==> config.mk <==
export PLATFORM = sky130hd
export DESIGN_NAME = blk_addr_seq
export DESIGN_NICKNAME = d
export VERILOG_FILES = /design/src/rtl/blk_seq_pkg.sv /design/src/rtl/blk_seq_plan.sv /design/src/rtl/blk_seq_pick.sv /design/src/rtl/blk_addr_seq.sv
export SDC_FILE = /design/constraint.sdc
export NUM_CORES = 1
export LEC_CHECK = 0
export ABC_AREA = 1
export BUFFER_PORTS_ARGS = -buffer_cell sky130_fd_sc_hd__buf_2
export CORE_MARGIN = 2
export CORE_UTILIZATION = 30
export CTS_CLUSTER_SIZE = 30
export DETAILED_ROUTE_END_ITERATION = 10
export PLACE_DENSITY = 0.5
export REMOVE_ABC_BUFFERS = 1
export SYNTH_ARGS = -nofsm -noshare
export SYNTH_HDL_FRONTEND = slang
export SYNTH_SLANG_ARGS = --single-unit
==> constraint.sdc <==
create_clock -name clk -period 8.23 [get_ports clk]
set_input_delay 1.646 -clock clk [delete_from_list [all_inputs] [get_ports clk]]
set_output_delay 1.646 -clock clk [all_outputs]
set_load 0.01 [all_outputs]
==> src/rtl/blk_seq_pkg.sv <==
package blk_seq_pkg;

    typedef enum logic [1:0] {
        MODE_UP_AFTER   = 2'b00,
        MODE_UP_BEFORE  = 2'b01,
        MODE_DN_AFTER   = 2'b10,
        MODE_DN_BEFORE  = 2'b11
    } xfer_mode_e;

    typedef enum logic [1:0] {
        ST_IDLE = 2'b00,
        ST_RUN  = 2'b01,
        ST_FIN  = 2'b10
    } seq_state_e;

    localparam int WORD_BYTES = 4;

    function automatic logic mode_is_down(input xfer_mode_e m);
        return m[1];
    endfunction

    function automatic logic mode_is_before(input xfer_mode_e m);
        return m[0];
    endfunction

endpackage

==> src/rtl/blk_seq_plan.sv <==
module blk_seq_plan
    import blk_seq_pkg::*;
#(
    parameter int ADDR_W = 32,
    parameter int NREG   = 16
) (
    input  logic [ADDR_W-1:0] base,
    input  logic [NREG-1:0]   mask,
    input  xfer_mode_e        mode,
    output logic [ADDR_W-1:0] first_addr,
    output logic [ADDR_W-1:0] final_addr
);
    localparam int CNT_W = $clog2(NREG + 1);
    localparam logic [ADDR_W-1:0] STEP = ADDR_W'(WORD_BYTES);

    logic [CNT_W-1:0]  sel_cnt;
    logic [ADDR_W-1:0] span;
    logic [ADDR_W-1:0] aligned;

    always_comb begin
        sel_cnt = '0;
        for (int i = 0; i < NREG; i++) begin
            sel_cnt = sel_cnt + CNT_W'(mask[i]);
        end
    end

    assign span    = ADDR_W'(sel_cnt) * STEP;
    assign aligned = {base[ADDR_W-1:2], 2'b00};

    always_comb begin
        if (mode_is_down(mode)) begin
            final_addr = aligned - span;
            first_addr = mode_is_before(mode) ? (aligned - span)
                                              : (aligned - span + STEP);
        end else begin
            final_addr = aligned + span;
            first_addr = mode_is_before(mode) ? (aligned + STEP) : aligned;
        end
    end

endmodule

==> src/rtl/blk_seq_pick.sv <==
module blk_seq_pick #(
    parameter int NREG  = 16,
    parameter int IDX_W = $clog2(NREG)
) (
    input  logic [NREG-1:0]  pend,
    output logic [NREG-1:0]  low_hot,
    output logic [IDX_W-1:0] low_idx
);
    assign low_hot = pend & (~pend + NREG'(1));

    always_comb begin
        low_idx = '0;
        for (int i = NREG - 1; i >= 0; i--) begin
            if (pend[i]) low_idx = IDX_W'(i);
        end
    end

endmodule

==> src/rtl/blk_addr_seq.sv <==
module blk_addr_seq
    import blk_seq_pkg::*;
#(
    parameter int ADDR_W = 32,
    parameter int NREG   = 16,
    localparam int IDX_W = $clog2(NREG)
) (
    input  logic              clk,
    input  logic              rst,
    input  logic              start,
    input  logic [ADDR_W-1:0] base_addr,
    input  logic [NREG-1:0]   reg_mask,
    input  logic [1:0]        mode,
    input  logic              wb_en,
    output logic              out_valid,
    input  logic              out_ready,
    output logic [ADDR_W-1:0] out_addr,
    output logic [IDX_W-1:0]  out_idx,
    output logic              done,
    output logic              wb_valid,
    output logic [ADDR_W-1:0] wb_addr
);
    localparam logic [ADDR_W-1:0] STEP = ADDR_W'(WORD_BYTES);

    seq_state_e        state;
    logic [NREG-1:0]   pend_q;
    logic [ADDR_W-1:0] addr_q;
    logic [ADDR_W-1:0] wb_q;
    logic              wb_en_q;

    logic [ADDR_W-1:0] plan_first;
    logic [ADDR_W-1:0] plan_final;
    logic [NREG-1:0]   low_hot;
    logic [IDX_W-1:0]  low_idx;
    logic [NREG-1:0]   pend_rest;
    logic              fire;

    blk_seq_plan #(.ADDR_W(ADDR_W), .NREG(NREG)) plan_i (
        .base       (base_addr),
        .mask       (reg_mask),
        .mode       (xfer_mode_e'(mode)),
        .first_addr (plan_first),
        .final_addr (plan_final)
    );

    blk_seq_pick #(.NREG(NREG), .IDX_W(IDX_W)) pick_i (
        .pend    (pend_q),
        .low_hot (low_hot),
        .low_idx (low_idx)
    );

    assign fire      = (state == ST_RUN) && out_ready;
    assign pend_rest = pend_q & ~low_hot;

    always_ff @(posedge clk) begin
        if (rst) begin
            state   <= ST_IDLE;
            pend_q  <= '0;
            addr_q  <= '0;
            wb_q    <= '0;
            wb_en_q <= 1'b0;
        end else begin
            case (state)
                ST_IDLE: begin
                    if (start) begin
                        pend_q  <= reg_mask;
                        addr_q  <= plan_first;
                        wb_q    <= plan_final;
                        wb_en_q <= wb_en;
                        state   <= (reg_mask == '0) ? ST_FIN : ST_RUN;
                    end
                end
                ST_RUN: begin
                    if (fire) begin
                        pend_q <= pend_rest;
                        addr_q <= addr_q + STEP;
                        if (pend_rest == '0) state <= ST_FIN;
                    end
                end
                default: state <= ST_IDLE;
            endcase
        end
    end

    assign out_valid = (state == ST_RUN);
    assign out_addr  = addr_q;
    assign out_idx   = low_idx;
    assign done      = (state == ST_FIN);
    assign wb_valid  = done && wb_en_q;
    assign wb_addr   = wb_q;

    // offered transfer is held under back-pressure
    p_hold_r7: assert property (@(posedge clk) disable iff (rst)
        (out_valid && !out_ready) |=> (out_valid && $stable(out_addr) && $stable(out_idx)));

    // consecutive transfers step by one word
    p_step_r6: assert property (@(posedge clk) disable iff (rst)
        (out_valid && out_ready && $countones(pend_q) > 1) |=> (out_valid && out_addr == $past(out_addr) + STEP));

    // addresses are word aligned
    p_align_r6: assert property (@(posedge clk) disable iff (rst)
        out_valid |-> (out_addr[1:0] == 2'b00));

    // completion follows the last accepted transfer and lasts one cycle
    p_last_r8: assert property (@(posedge clk) disable iff (rst)
        (out_valid && out_ready && $countones(pend_q) == 1) |=> (done && !out_valid));

    p_pulse_r8: assert property (@(posedge clk) disable iff (rst)
        done |=> !done);

    // empty mask completes at once
    p_empty_r9: assert property (@(posedge clk) disable iff (rst)
        (!out_valid && !done && start && reg_mask == '0) |=> (done && !out_valid));

endmodule

* Word level (Yosys, flattened, before mapping)
Cells that the tools add are included.
** Storage, ports and cells
- Register bits :: 83
- Bits of input ports :: 55
- Output and inout port bits :: 71
- Word-level logic and storage cells :: 75
** Cells by class
- Add/subtract/negate cells :: 21
- Equality and inequality tests :: 5
- Muxes and demuxes :: 31
- Bitwise gates (word level) :: 4
- Reduce and logical (&&, ||, !) cells :: 9
** Operator list (count)
- 32-bit 2-to-1 mux :: 6
- 32-bit by 3-bit adder with 32-bit output, second input constant :: 3
- 5-bit by 1-bit adder with 5-bit output :: 14
- 4-bit 2-to-1 mux :: 16
- 32-bit case mux with 2 select lines :: 1
- 32-bit by 7-bit adder with 32-bit output :: 1
- 16-bit bitwise AND :: 2
- 16-bit zero test :: 2
- 16-bit 2-to-1 mux :: 2
- 16-bit inverter :: 2
- 16-bit case mux with 2 select lines :: 1
- 32-bit by 7-bit subtractor with 32-bit output :: 1
- 16-bit by 1-bit adder with 16-bit output, second input constant :: 1
- 2-bit 2-to-1 mux :: 4
- 3-bit AND reduction :: 2
- 2-bit by 1-bit inequality test with 1-bit output, second input constant :: 2
- 2-bit case mux with 2 select lines :: 1
- 1-bit by 1-bit adder with 2-bit output :: 1
- 2-bit by 1-bit equality test with 1-bit output, second input constant :: 1
- 2-bit equality test, second input constant :: 1
- 1-bit logical AND :: 2
- 2-bit zero test :: 1
- 2-bit inequality test, second input constant :: 1
- 2-bit AND reduction :: 1
- 2-bit nonzero test :: 1

* Longest topological paths before layout
Gate-level depths: netlist of run 1.
- Word-level depth :: 21
- Mapped depth :: 35
- Gate-level depth less buffers :: 34

* Hierarchy
From an unflattened synthesis of run 1, not the netlist that was laid out.
** Second synthesis, totals
- Cell total of the unflattened synthesis :: 1646
- Area, all modules :: 9480.3 um2
** By module, submodules not included
- blk_seq_plan :: times used 1, cells an instance 880, area each 4702.0 um2, seq. area each 0.0 um2
- blk_addr_seq :: times used 1, cells an instance 691, area each 4370.4 um2, seq. area each 1661.6 um2
- blk_seq_pick :: times used 1, cells an instance 75, area each 407.9 um2, seq. area each 0.0 um2

* Worst setup path after synthesis of run 1
No wires, ideal clock.
- Path kind :: input to register
- Start :: input port reg_mask[0]
- End :: register addr_q[26], in the netlist out_addr[26]
- Setup time :: 0.122 ns
- Arrival time :: 6.817 ns
- Data required time :: 8.108 ns
- Slack :: 1.291 ns
- Stages on the path :: 28
- Buffers on the path :: 0
- Path through :: inv_1 -> ha_1 -> inv_1 -> fa_1 -> fa_1 -> fa_1 -> fa_1 -> fa_1 -> fa_1 -> inv_1 -> fa_1 -> inv_1 -> ha_1 -> inv_1 -> nor3_2 -> nand2_1 -> nor2_1 -> inv_1 -> nor2_2 -> nand2_1 -> nor2_2 -> nand2_2 -> clkinv_2 -> nand2_2 -> o21ai_1 -> nand2_1 -> nand2_1 -> a21oi_2
** Between the ends
- Longest elaborated chain between the ends :: 21
** Ends and longest elaborated chain
- from (decl) :: line blk_addr_seq.sv:12 : input logic [NREG-1:0] reg_mask,
- 1-bit by 1-bit adder with 2-bit output (*) :: line blk_seq_plan.sv:23 : sel_cnt = sel_cnt + CNT_W'(mask[i]);
- 5-bit by 1-bit adder with 5-bit output (*) (14 in a row) :: line blk_seq_plan.sv:23
- 32-bit by 7-bit subtractor with 32-bit output (*) :: line blk_seq_plan.sv:33, blk_seq_plan.sv:34
- 32-bit by 3-bit adder with 32-bit output :: line blk_seq_plan.sv:34 : : (aligned - span + STEP);
- 32-bit 2-to-1 mux (*) :: line blk_seq_plan.sv:33 : first_addr = mode_is_before(mode) ? (aligned - span)
- 32-bit 2-to-1 mux (*) :: line blk_seq_plan.sv:31 : if (mode_is_down(mode)) begin
- 32-bit 2-to-1 mux (*) :: line blk_addr_seq.sv:65 : if (start) begin
- 32-bit case mux with 2 select lines (*) :: line blk_addr_seq.sv:63 : case (state)
- to (signal assigned) :: line blk_addr_seq.sv:67 : addr_q <= plan_first;
- to (signal assigned) :: line blk_addr_seq.sv:76 : addr_q <= addr_q + STEP;
- to (decl) :: line blk_addr_seq.sv:27 : logic [ADDR_W-1:0] addr_q;
Mark *: on every way between the ends. The rest lies on a longest branch, timed or not. The select of a mux whose other input is x is not followed.
A chain may end at the register's enable or synchronous reset.

* Worst setup path in the final report of run 1
- Start :: input port reg_mask[0]
- End :: register addr_q[28], in the netlist out_addr[28]
Same word-level chain as after synthesis.

==> results of run 1 <==
[synth_stat cells (3+ instances only)]
| library cell | number |
|---|---|
| nand2_1 | 295 |
| inv_1 | 184 |
| nor2_1 | 171 |
| o21ai_0 | 119 |
| a21oi_1 | 95 |
| nand3_1 | 89 |
| dfxtp_1 | 79 |
| xor2_1 | 51 |
| clkbuf_1 | 45 |
| nand4_1 | 26 |
| nor3_1 | 24 |
| nand2_2 | 23 |
| ha_1 | 20 |
| o211ai_1 | 19 |
| nor2_2 | 17 |
| inv_2 | 15 |
| a31oi_1 | 13 |
| fa_1 | 12 |
| o21ai_1 | 11 |
| nor2_4 | 10 |
| nor3_2 | 9 |
| o22ai_1 | 8 |
| buf_2 | 7 |
| nand2_4 | 6 |
| nand3_2 | 6 |
| o221ai_1 | 6 |
| xnor2_1 | 6 |
| buf_4 | 5 |
| clkinv_1 | 4 |
| nor4_1 | 4 |
| a21oi_2 | 3 |
| buf_1 | 3 |
| nor3b_1 | 3 |
| o21bai_1 | 3 |
[where the power goes]
part	internal, uW	total [uW]	leakage (uW)	switching (uW)
Combinational	415	1230	0.00371	819
Sequential	452	526	0.000655	73.9
Clock	209	415	0.000130	207
Total	1080	2180	0.00450	1100
[critical path: cells and delay by family]
family / cells / cell delay (ps)
AOI/OAI and AO/OA: 1 / 140
adders and majority gates: 8 / 3570
buffers and inverters: 5 / 420
and+or+nand+nor: 15 / 2040
[kinds of logic after synthesis]
family / Yosys count
AND/OR/NAND/NOR: 693
AO/OA/AOI/OAI: 296
buffers and inverters: 266
flip-flops: 79
XOR/XNOR: 57
adder cells (fa/ha/maj): 32
other: 1
[path summary, 6_finish.rpt]
path	end	slack, ps
max	out_addr[28]$_SDFFE_PP0P_	700
min	wb_addr[24]$_SDFFE_PP0P_	470
max reg2reg	out_addr[10]$_SDFFE_PP0P_	4950
min reg2reg	wb_addr[24]$_SDFFE_PP0P_	470
[flip-flops by register name, summed over array words and instances, names as in the netlist]
signal    count
wb_addr      30
pend_q       16
state         2
out_addr     30
wb_en_q       1
[per-layer routing]
layer | global-route usage (%) | share of wire [%] | up-vias
met1 | 28.7 | 46 | 4421
li1 | - | - | 4805
met5 | 0 | 0 | -
met3 | 2.40 | 4.8 | 34
met4 | 6.25 | 2.1 | 0
met2 | 36.2 | 47 | 277
[layout make-up]
type | instances | area, um2 | share of cell area (%)
clock inverter | 7 | 56.3 | 0.582
inverter | 204 | 767 | 7.92
tap | 378 | 473 | 4.88
sequential | 79 | 1580 | 16.3
timing repair buffer | 128 | 663 | 6.85
clock buffer | 9 | 225 | 2.33
multi-input combinational | 1082 | 5920 | 61.1
[stage by stage]
step | power [uW] | setup slack (ps) | cell area (um2) | std cells
finish | 2180 | 699 | 9680 | 1887
global route | 2370 | 357 | 9680 | 1887
CTS | 2200 | 721 | 9680 | 1887
detailed placement | 1770 | 345 | 9400 | 1871
global placement | 1760 | 401 | 9400 | 1871
floorplan | 1390 | 1270 | 8250 | 1365
==> impl_metrics.tcl, run 1 <==
set metrics [dict create \
    first_iter_violations 775 \
    wl_mm 31.7 \
    start_util_pct 30.6 \
    top_level_ports 126 \
    synthMuxAreaShare_pct 0 \
    hold-worst-slack_ps 468 \
    ctsResizeCount 0 \
    setup_viol 0 \
    synth_area_leaders "dfxtp_1, nand2_1, inv_1, nor2_1, o21ai_0" \
    critical_path.max_fanout 12 \
    insertion_delay_ps 360 \
    hold_viol_final 0 \
    ant_nets 0 \
    min-delay-start "wb_addr[24]$_SDFFE_PP0P_" \
    final_common_cell "nand2_1" \
    grt_pass1_vias 8642 \
    required_ps 8520 \
    synth_edf_count 0 \
    wl_per_cell_um 16.8 \
    num_antenna_cells 0 \
    cts_buffer_depth 2 \
    synth_xor_area_share_pct 5.86 \
    grt_usage_pct 21.5 \
    fp.dieH_um 172 \
    worstReg2RegStart "state[0]$_SDFFE_PP0P_" \
    coreArea_um2 27900 \
    slew_violations 0 \
    relSlewSlack_pct 39.5 \
    ff2ff_path_depth 9 \
    rsz0062_at_grt "false" \
    die_w_um 172 \
    cts_tree "yes" \
    fin_util_pct 34.8 \
    clk_pin_slew_ps 80 \
    grt_overflow 0 \
    htreeDepth 3 \
    synth-simple-area-share_pct 37.9 \
    leakage_uw 0.00450 \
    synth_top_family_by_area "simple AND/OR/NAND/NOR gates" \
    std_cell_rows 61 \
    synth_compound_area_share_pct 19.6 \
    p_per_area_nw_per_um2 225 \
    setup-tns-final_ps 0 \
    avgSynthCellArea_um2 5.98 \
    tightest_slew_ps 902 \
    min_period_ps 7530 \
    cts-buffers-inserted 9 \
    startpoint "reg_mask[0]" \
    synth_top_cell_by_area "dfxtp_1" \
    cap_viol_max_count 0 \
    finalClockSkew_ps 12.8 \
    vdd_ir_drop_max_uv 118 \
    ys_seq_area_share_pct 18.6 \
    antenna_found_initial 1 \
    cts.sinks 79 \
    yosysTopAreaCellShare_pct 18.6 \
    nNetsFinal 1591 \
    dp_hpwl_mm 24.5 \
    cp_common_cell "fa_1" \
    die-area_um2 29700 \
    synth_cell_types 59 \
    holdCritPathClass "reg -> reg" \
    hold_buffers 0 \
    io_buffer_count 119 \
    cp.arrival_ps 7820 \
    vias 9537 \
    synth_ff_type "dfxtp_1" \
    gp_congestion 0.937 \
    grt_pass1_wl_mm 48.6 \
    hold_depth 2 \
    syn_inst 1424 \
    final_layout_size_suffix_gt1_share_pct 16.2 \
    clock-root-buffer "clkbuf_16" \
    synth-async-reset-ratio_pct 0 \
    layout_common_cells "nand2_1, inv_1, nor2_1, o21ai_0, buf_2" \
    status "complete, no violations" \
    fin_crit_sh_pct 91.5 \
    fillers 3163 \
    drc 0 \
    max_clock_freq_ghz 0.133 \
    slowest_delay_ps 550 \
    viasPerCell 5.05 \
    worstSetupPathType "in -> reg" \
    yosys_warnings 0 \
    drt_pass1_iterations 6 \
    area_growth_pct 13.7 \
    syn-cell-area_um2 8510 \
    synth-adder-area-share_pct 5.76 \
    grt_max_degree 65 \
    start_kind "primary input" \
    endpoint_kind "flop" \
    post_cts_buffers 0 \
    synth_seq_cells 79 \
    cp_slowest_cell "fa_1" \
]
Power figures use the tool's default switching activity.
==> run 2, diff against run 1 <==
--- a/config.mk
+++ b/config.mk
@@ -6,7 +6,7 @@
 export NUM_CORES = 1
 export LEC_CHECK = 0
 export ABC_AREA = 1
-export BUFFER_PORTS_ARGS = -buffer_cell sky130_fd_sc_hd__buf_2
+export BUFFER_PORTS_ARGS = -buffer_cell sky130_fd_sc_hd__buf_4
 export CORE_MARGIN = 2
 export CORE_UTILIZATION = 30
 export CTS_CLUSTER_SIZE = 30
==> run 2 against run 1 <==
Routed wire length fell by 0.29%. First-iteration DRC count fell by 6.5%. Highest routed layer unchanged. Sequential power is 1% higher. Largest cell class unchanged. Power up 2.8%. Clock power up 7.2%. Design area grew 3.2%. Maximum frequency rose by 1.1%. Register-to-register slack better by 170 ps. Worst hold slack improved by 3.6 ps.
==> impl_metrics.tcl, run 2 (same netlist as run 1, synthesis figures left out) <==
set metrics [dict create \
    crit_end "out_addr[18]$_SDFFE_PP0P_" \
    power_frac_seq_pct 23.8 \
    dp_hpwl_mm 24.6 \
    endpoint_kind "flop" \
    grt_overflow 0 \
    tightest_slew_ps 910 \
    final_common_cell "nand2_1" \
    r2r_slack_ps 5120 \
    io_buffer_count 119 \
    cts-buffers-inserted 9 \
    layout_setup_ws_ps 780 \
    power.switching_uw 1090 \
    power_frac_comb_pct 56.3 \
    start_util_pct 30.6 \
    preCtsSetupSlack_ps 372 \
    reg2reg_to "out_addr[10]$_SDFFE_PP0P_" \
    relSlewSlack_pct 39.2 \
    max_clock_freq_ghz 0.134 \
    cp.arrival_ps 7680 \
    critical_path.max_fanout 4 \
    clk_pin_slew_ps 70 \
    die-area_um2 29700 \
    area_growth_pct 17.4 \
    insertion_delay_ps 360 \
    rsz0062_at_grt "false" \
    p_sw_share_pct 48.6 \
    std_cell_rows 61 \
    wl_mm 31.6 \
    coreArea_um2 27900 \
    num_antenna_cells 0 \
    die_w_um 172 \
    clock-root-buffer "clkbuf_16" \
    start_kind "primary input" \
    htreeDepth 3 \
    fin_area_um2 9990 \
    fp.dieH_um 172 \
    vdd_ir_drop_max_uv 121 \
    drt_pass1_iterations 5 \
    fin_util_pct 35.9 \
    post_cts_buffers 0 \
    post-place-cells 1869 \
    min_period_ps 7450 \
    grt_pass1_vias 8873 \
    setup_viol 0 \
    vias 9432 \
    top_level_ports 126 \
    antenna_found_initial 0 \
    ctsResizeCount 0 \
    hold_buffers 0 \
    clockPowerShare_pct 19.9 \
    cap_viol_max_count 0 \
    worstReg2RegStart "state[0]$_SDFFE_PP0P_" \
    drc 0 \
    final_cells 1885 \
    cts.sinks 79 \
    final_layout_size_suffix_gt1_share_pct 16.1 \
    grt_max_degree 65 \
    worstSetupPathType "in -> reg" \
    grt_usage_pct 21.6 \
    p_per_area_nw_per_um2 224 \
    fin_crit_sh_pct 90.5 \
    required_ps 8460 \
    holdCritPathClass "reg -> reg" \
    grt_pass1_wl_mm 49.3 \
    viasPerCell 5.00 \
    slew_violations 0 \
    hold_viol_final 0 \
    status "complete, no violations" \
    startpoint "reg_mask[0]" \
    gp_congestion 0.937 \
    finalClockSkew_ps 9.30 \
    ant_nets 0 \
    power.internal_uw 1150 \
    setup-tns-final_ps 0 \
    nNetsFinal 1589 \
    cts_buffer_depth 2 \
    placed_area_um2 9680 \
    layout_common_cells "nand2_1, inv_1, nor2_1, buf_4, o21ai_0" \
    first_iter_violations 725 \
    cts_tree "yes" \
    leakage_uw 0.00457 \
    ff2ff_path_depth 8 \
    wl_per_cell_um 16.8 \
]
==> run 2: cell types whose count changed in the layout (fill, tap and decap cells not counted) <==
cell,before,now
clkinv_2,2,1
inv_8,1,0
clkinv_8,0,1
buf_2,119,0
nor2_2,17,18
bufinv_16,0,1
buf_4,9,126
nor2_4,12,11
inv_6,1,3
clkinvlp_4,3,1
==> run 2: worst min path at each step <==
stage | start | to | depth (start not counted)
5_1_grt | wb_addr[24]$_SDFFE_PP0P_ | wb_addr[24]$_SDFFE_PP0P_ | 2
6_report | wb_addr[25]$_SDFFE_PP0P_ | wb_addr[25]$_SDFFE_PP0P_ | 2
3_3_place_gp | wb_addr[25]$_SDFFE_PP0P_ | wb_addr[25]$_SDFFE_PP0P_ | 2
4_1_cts | wb_addr[24]$_SDFFE_PP0P_ | wb_addr[24]$_SDFFE_PP0P_ | 2
3_5_place_dp | wb_addr[24]$_SDFFE_PP0P_ | wb_addr[24]$_SDFFE_PP0P_ | 2
2_1_floorplan | wb_en_q$_SDFFE_PP0P_ | wb_en_q$_SDFFE_PP0P_ | 2
==> run 2: stage by stage <==
stage / hold WS [ps] / power, uW
after floorplan: 447 / 1390
after global placement: 463 / 1790
after detailed placement: 463 / 1810
after CTS: 475 / 2270
after global routing: 492 / 2450
final: 471 / 2240
==> run 2: final cells by class <==
| type | instances | area [um2] |
|---|---|---|
| clock buffer | 9 | 225 |
| clock inverter | 7 | 88.8 |
| fill | 3168 | 17900 |
| tap | 378 | 473 |
| sequential | 79 | 1580 |
| multi-input combinational | 1082 | 5910 |
| inverter | 204 | 767 |
| timing repair buffer | 126 | 946 |
==> run 2: worst max-delay path, stage by stage <==
cell      delay [ps]
buf_4            100
inv_1             40
ha_1             270
inv_1             70
fa_1             430
fa_1             490
fa_1             550
fa_1             430
fa_1             420
fa_1             550
inv_1            110
fa_1             500
inv_1            100
ha_1             190
inv_1             70
nor3_2           200
nand2_1          100
nor2_1           200
inv_1            100
nor2_2           210
nand2_1          130
nor2_2           190
nand3_1          110
xor2_1           160
o21bai_1         220
a21oi_1          110
==> run 2: power by group through the flow <==
stage | sequential, uW | clock (uW) | combinational [uW]
finish | 532 | 445 | 1260
global route | 544 | 473 | 1430
CTS | 532 | 462 | 1270
detailed placement | 540 | 0 | 1270
global placement | 540 | 0 | 1250
floorplan | 542 | 0 | 844
==> run 2: metal layers <==
layer  GRT usage (%)  up-vias  share of wire (%)
li1                -     4787                  -
met1            28.7     4380                 47
met2            36.8      229                 47
met3            2.47       36                4.1
met4            5.70        0                2.1
met5               0        -                  0
==> run 3, diff against run 2 <==
==> constraint.sdc (replaced) <==
create_clock -name clk -period 7.5 [get_ports clk]
set_input_delay 1.5 -clock clk [delete_from_list [all_inputs] [get_ports clk]]
set_output_delay 1.5 -clock clk [all_outputs]
set_load 0.01 [all_outputs]
==> run 3 against run 2 <==
First-iteration DRC count shrank 0.28%. Critical path depth is the same. Design area increased by 2.5%. Largest cell class unchanged. Largest power group unchanged.
==> impl_metrics.tcl, run 3 (same netlist as run 1, synthesis figures left out) <==
set metrics [dict create \
    fillers 3147 \
    final_common_cell "nand2_1" \
    grt_overflow 0 \
    wl_mm 31.8 \
    register_area_um2 1580 \
    r2r_slack_ps 4020 \
    nNetsFinal 1626 \
    use_met1_pct 28.2 \
    layout_common_cells "nand2_1, inv_1, nor2_1, buf_4, o21ai_0" \
    slowest_delay_ps 550 \
    area_growth_pct 20.4 \
    holdCritPathClass "reg -> reg" \
    layout_setup_ws_ps 433 \
    hold_viol_final 0 \
    grt_use_met3_pct 2.49 \
    max_clock_freq_ghz 0.142 \
    placed_area_um2 9960 \
    endpoint_kind "flop" \
    start_util_pct 30.6 \
    fin_crit_sh_pct 94.2 \
    vias 9597 \
    drc 0 \
    fin_util_pct 36.8 \
    multi_input_area_um2 5910 \
    cts_buffer_depth 2 \
    clock-root-buffer "clkbuf_16" \
    io_buffer_count 119 \
    p_per_area_nw_per_um2 247 \
    setup_viol 0 \
    preCtsSetupSlack_ps 93.7 \
    leakage_uw 0.00473 \
    grt_util_met2_pct 36.9 \
    setup-tns-final_ps 0 \
    insertion_delay_ps 360 \
    fin_area_um2 10200 \
    cp.arrival_ps 7290 \
    clk_pin_slew_ps 80 \
    die-area_um2 29700 \
    cts_tree "yes" \
    drt_pass1_iterations 5 \
    critical_path.max_fanout 4 \
    cap_viol_max_count 0 \
    viasPerCell 4.99 \
    vdd_ir_drop_max_uv 126 \
    required_ps 7730 \
    min_period_ps 7070 \
    start_kind "primary input" \
    die_w_um 172 \
    std_cell_rows 61 \
    finalClockSkew_ps 14.3 \
    hold_buffers 0 \
    slew_violations 0 \
    grt_pass1_wl_mm 49.1 \
    gp_congestion 0.962 \
    cp_slowest_cell "fa_1" \
    grt_usage_pct 21.5 \
    htreeDepth 3 \
    wl_per_cell_um 16.6 \
    hold-worst-slack_ps 472 \
    rsz0062_at_grt "false" \
    cts.sinks 79 \
    post_cts_buffers 0 \
    coreArea_um2 27900 \
    antenna_found_initial 1 \
    worstSetupPathType "in -> reg" \
    cp_common_cell "fa_1" \
    relSlewSlack_pct 36.3 \
    grt_pass1_vias 8931 \
    top_level_ports 126 \
    grt_max_degree 65 \
    dp_hpwl_mm 24.9 \
    final_layout_size_suffix_gt1_share_pct 18.1 \
    busiest_layer "met2" \
    num_antenna_cells 0 \
    ant_nets 0 \
    first_iter_violations 723 \
    ctsResizeCount 0 \
    tightest_slew_ps 955 \
    status "complete, no violations" \
    fp.dieH_um 172 \
    cts-buffers-inserted 9 \
]
[run 3: changes by cell type in the layout (fill, tap and decap cells not counted)]
| cell | change |
|---|---|
| buf_4 | +37 |
| clkbuf_8 | +1 |
| clkinv_4 | -1 |
| inv_8 | +1 |
| inv_6 | -1 |
| clkinvlp_4 | +2 |
| bufinv_16 | -1 |
| clkinv_8 | -1 |
[run 3: area by class of cell]
| type | count | area share, % |
|---|---|---|
| multi-input combinational | 1082 | 57.7 |
| sequential | 79 | 15.4 |
| timing repair buffer | 163 | 11.9 |
| inverter | 204 | 7.49 |
| tap | 378 | 4.62 |
| clock buffer | 10 | 2.33 |
| clock inverter | 6 | 0.501 |
[run 3: power by group]
group          switching (uW)  internal [uW]  leakage [uW]
Sequential               86.9            496      0.000655
Clock                     223            239      0.000134
Combinational             905            577       0.00394
[run 3: layer usage]
layer | wire (um) | vias up
met5 | 0 | -
met4 | 732 | 0
met3 | 1520 | 39
met2 | 15000 | 262
met1 | 14600 | 4428
li1 | - | 4868
[run 3: per-stage QoR]
| step | total power [uW] | std cells |
|---|---|---|
| 3_3_place_gp | 2060 | 1906 |
| 3_5_place_dp | 2080 | 1906 |
| 5_1_grt | 2760 | 1922 |
| 2_1_floorplan | 1520 | 1365 |
| 6_report | 2530 | 1922 |
| 4_1_cts | 2560 | 1922 |
[run 3: worst max-delay path, delay by kind of cell]
family | cells | cell delay, ps
xor+xnor | 1 | 150
fa+ha+maj | 9 | 3810
compound gates | 2 | 360
simple gates | 7 | 930
buf+inv | 7 | 540
[run 3: final timing paths]
path                             from                         to  cells after the start
min          wb_addr[25]$_SDFFE_PP0P_   wb_addr[25]$_SDFFE_PP0P_                      2
max reg2reg     state[0]$_SDFFE_PP0P_  out_addr[10]$_SDFFE_PP0P_                      9
min reg2reg  wb_addr[25]$_SDFFE_PP0P_   wb_addr[25]$_SDFFE_PP0P_                      2
max                       reg_mask[0]  out_addr[18]$_SDFFE_PP0P_                     26
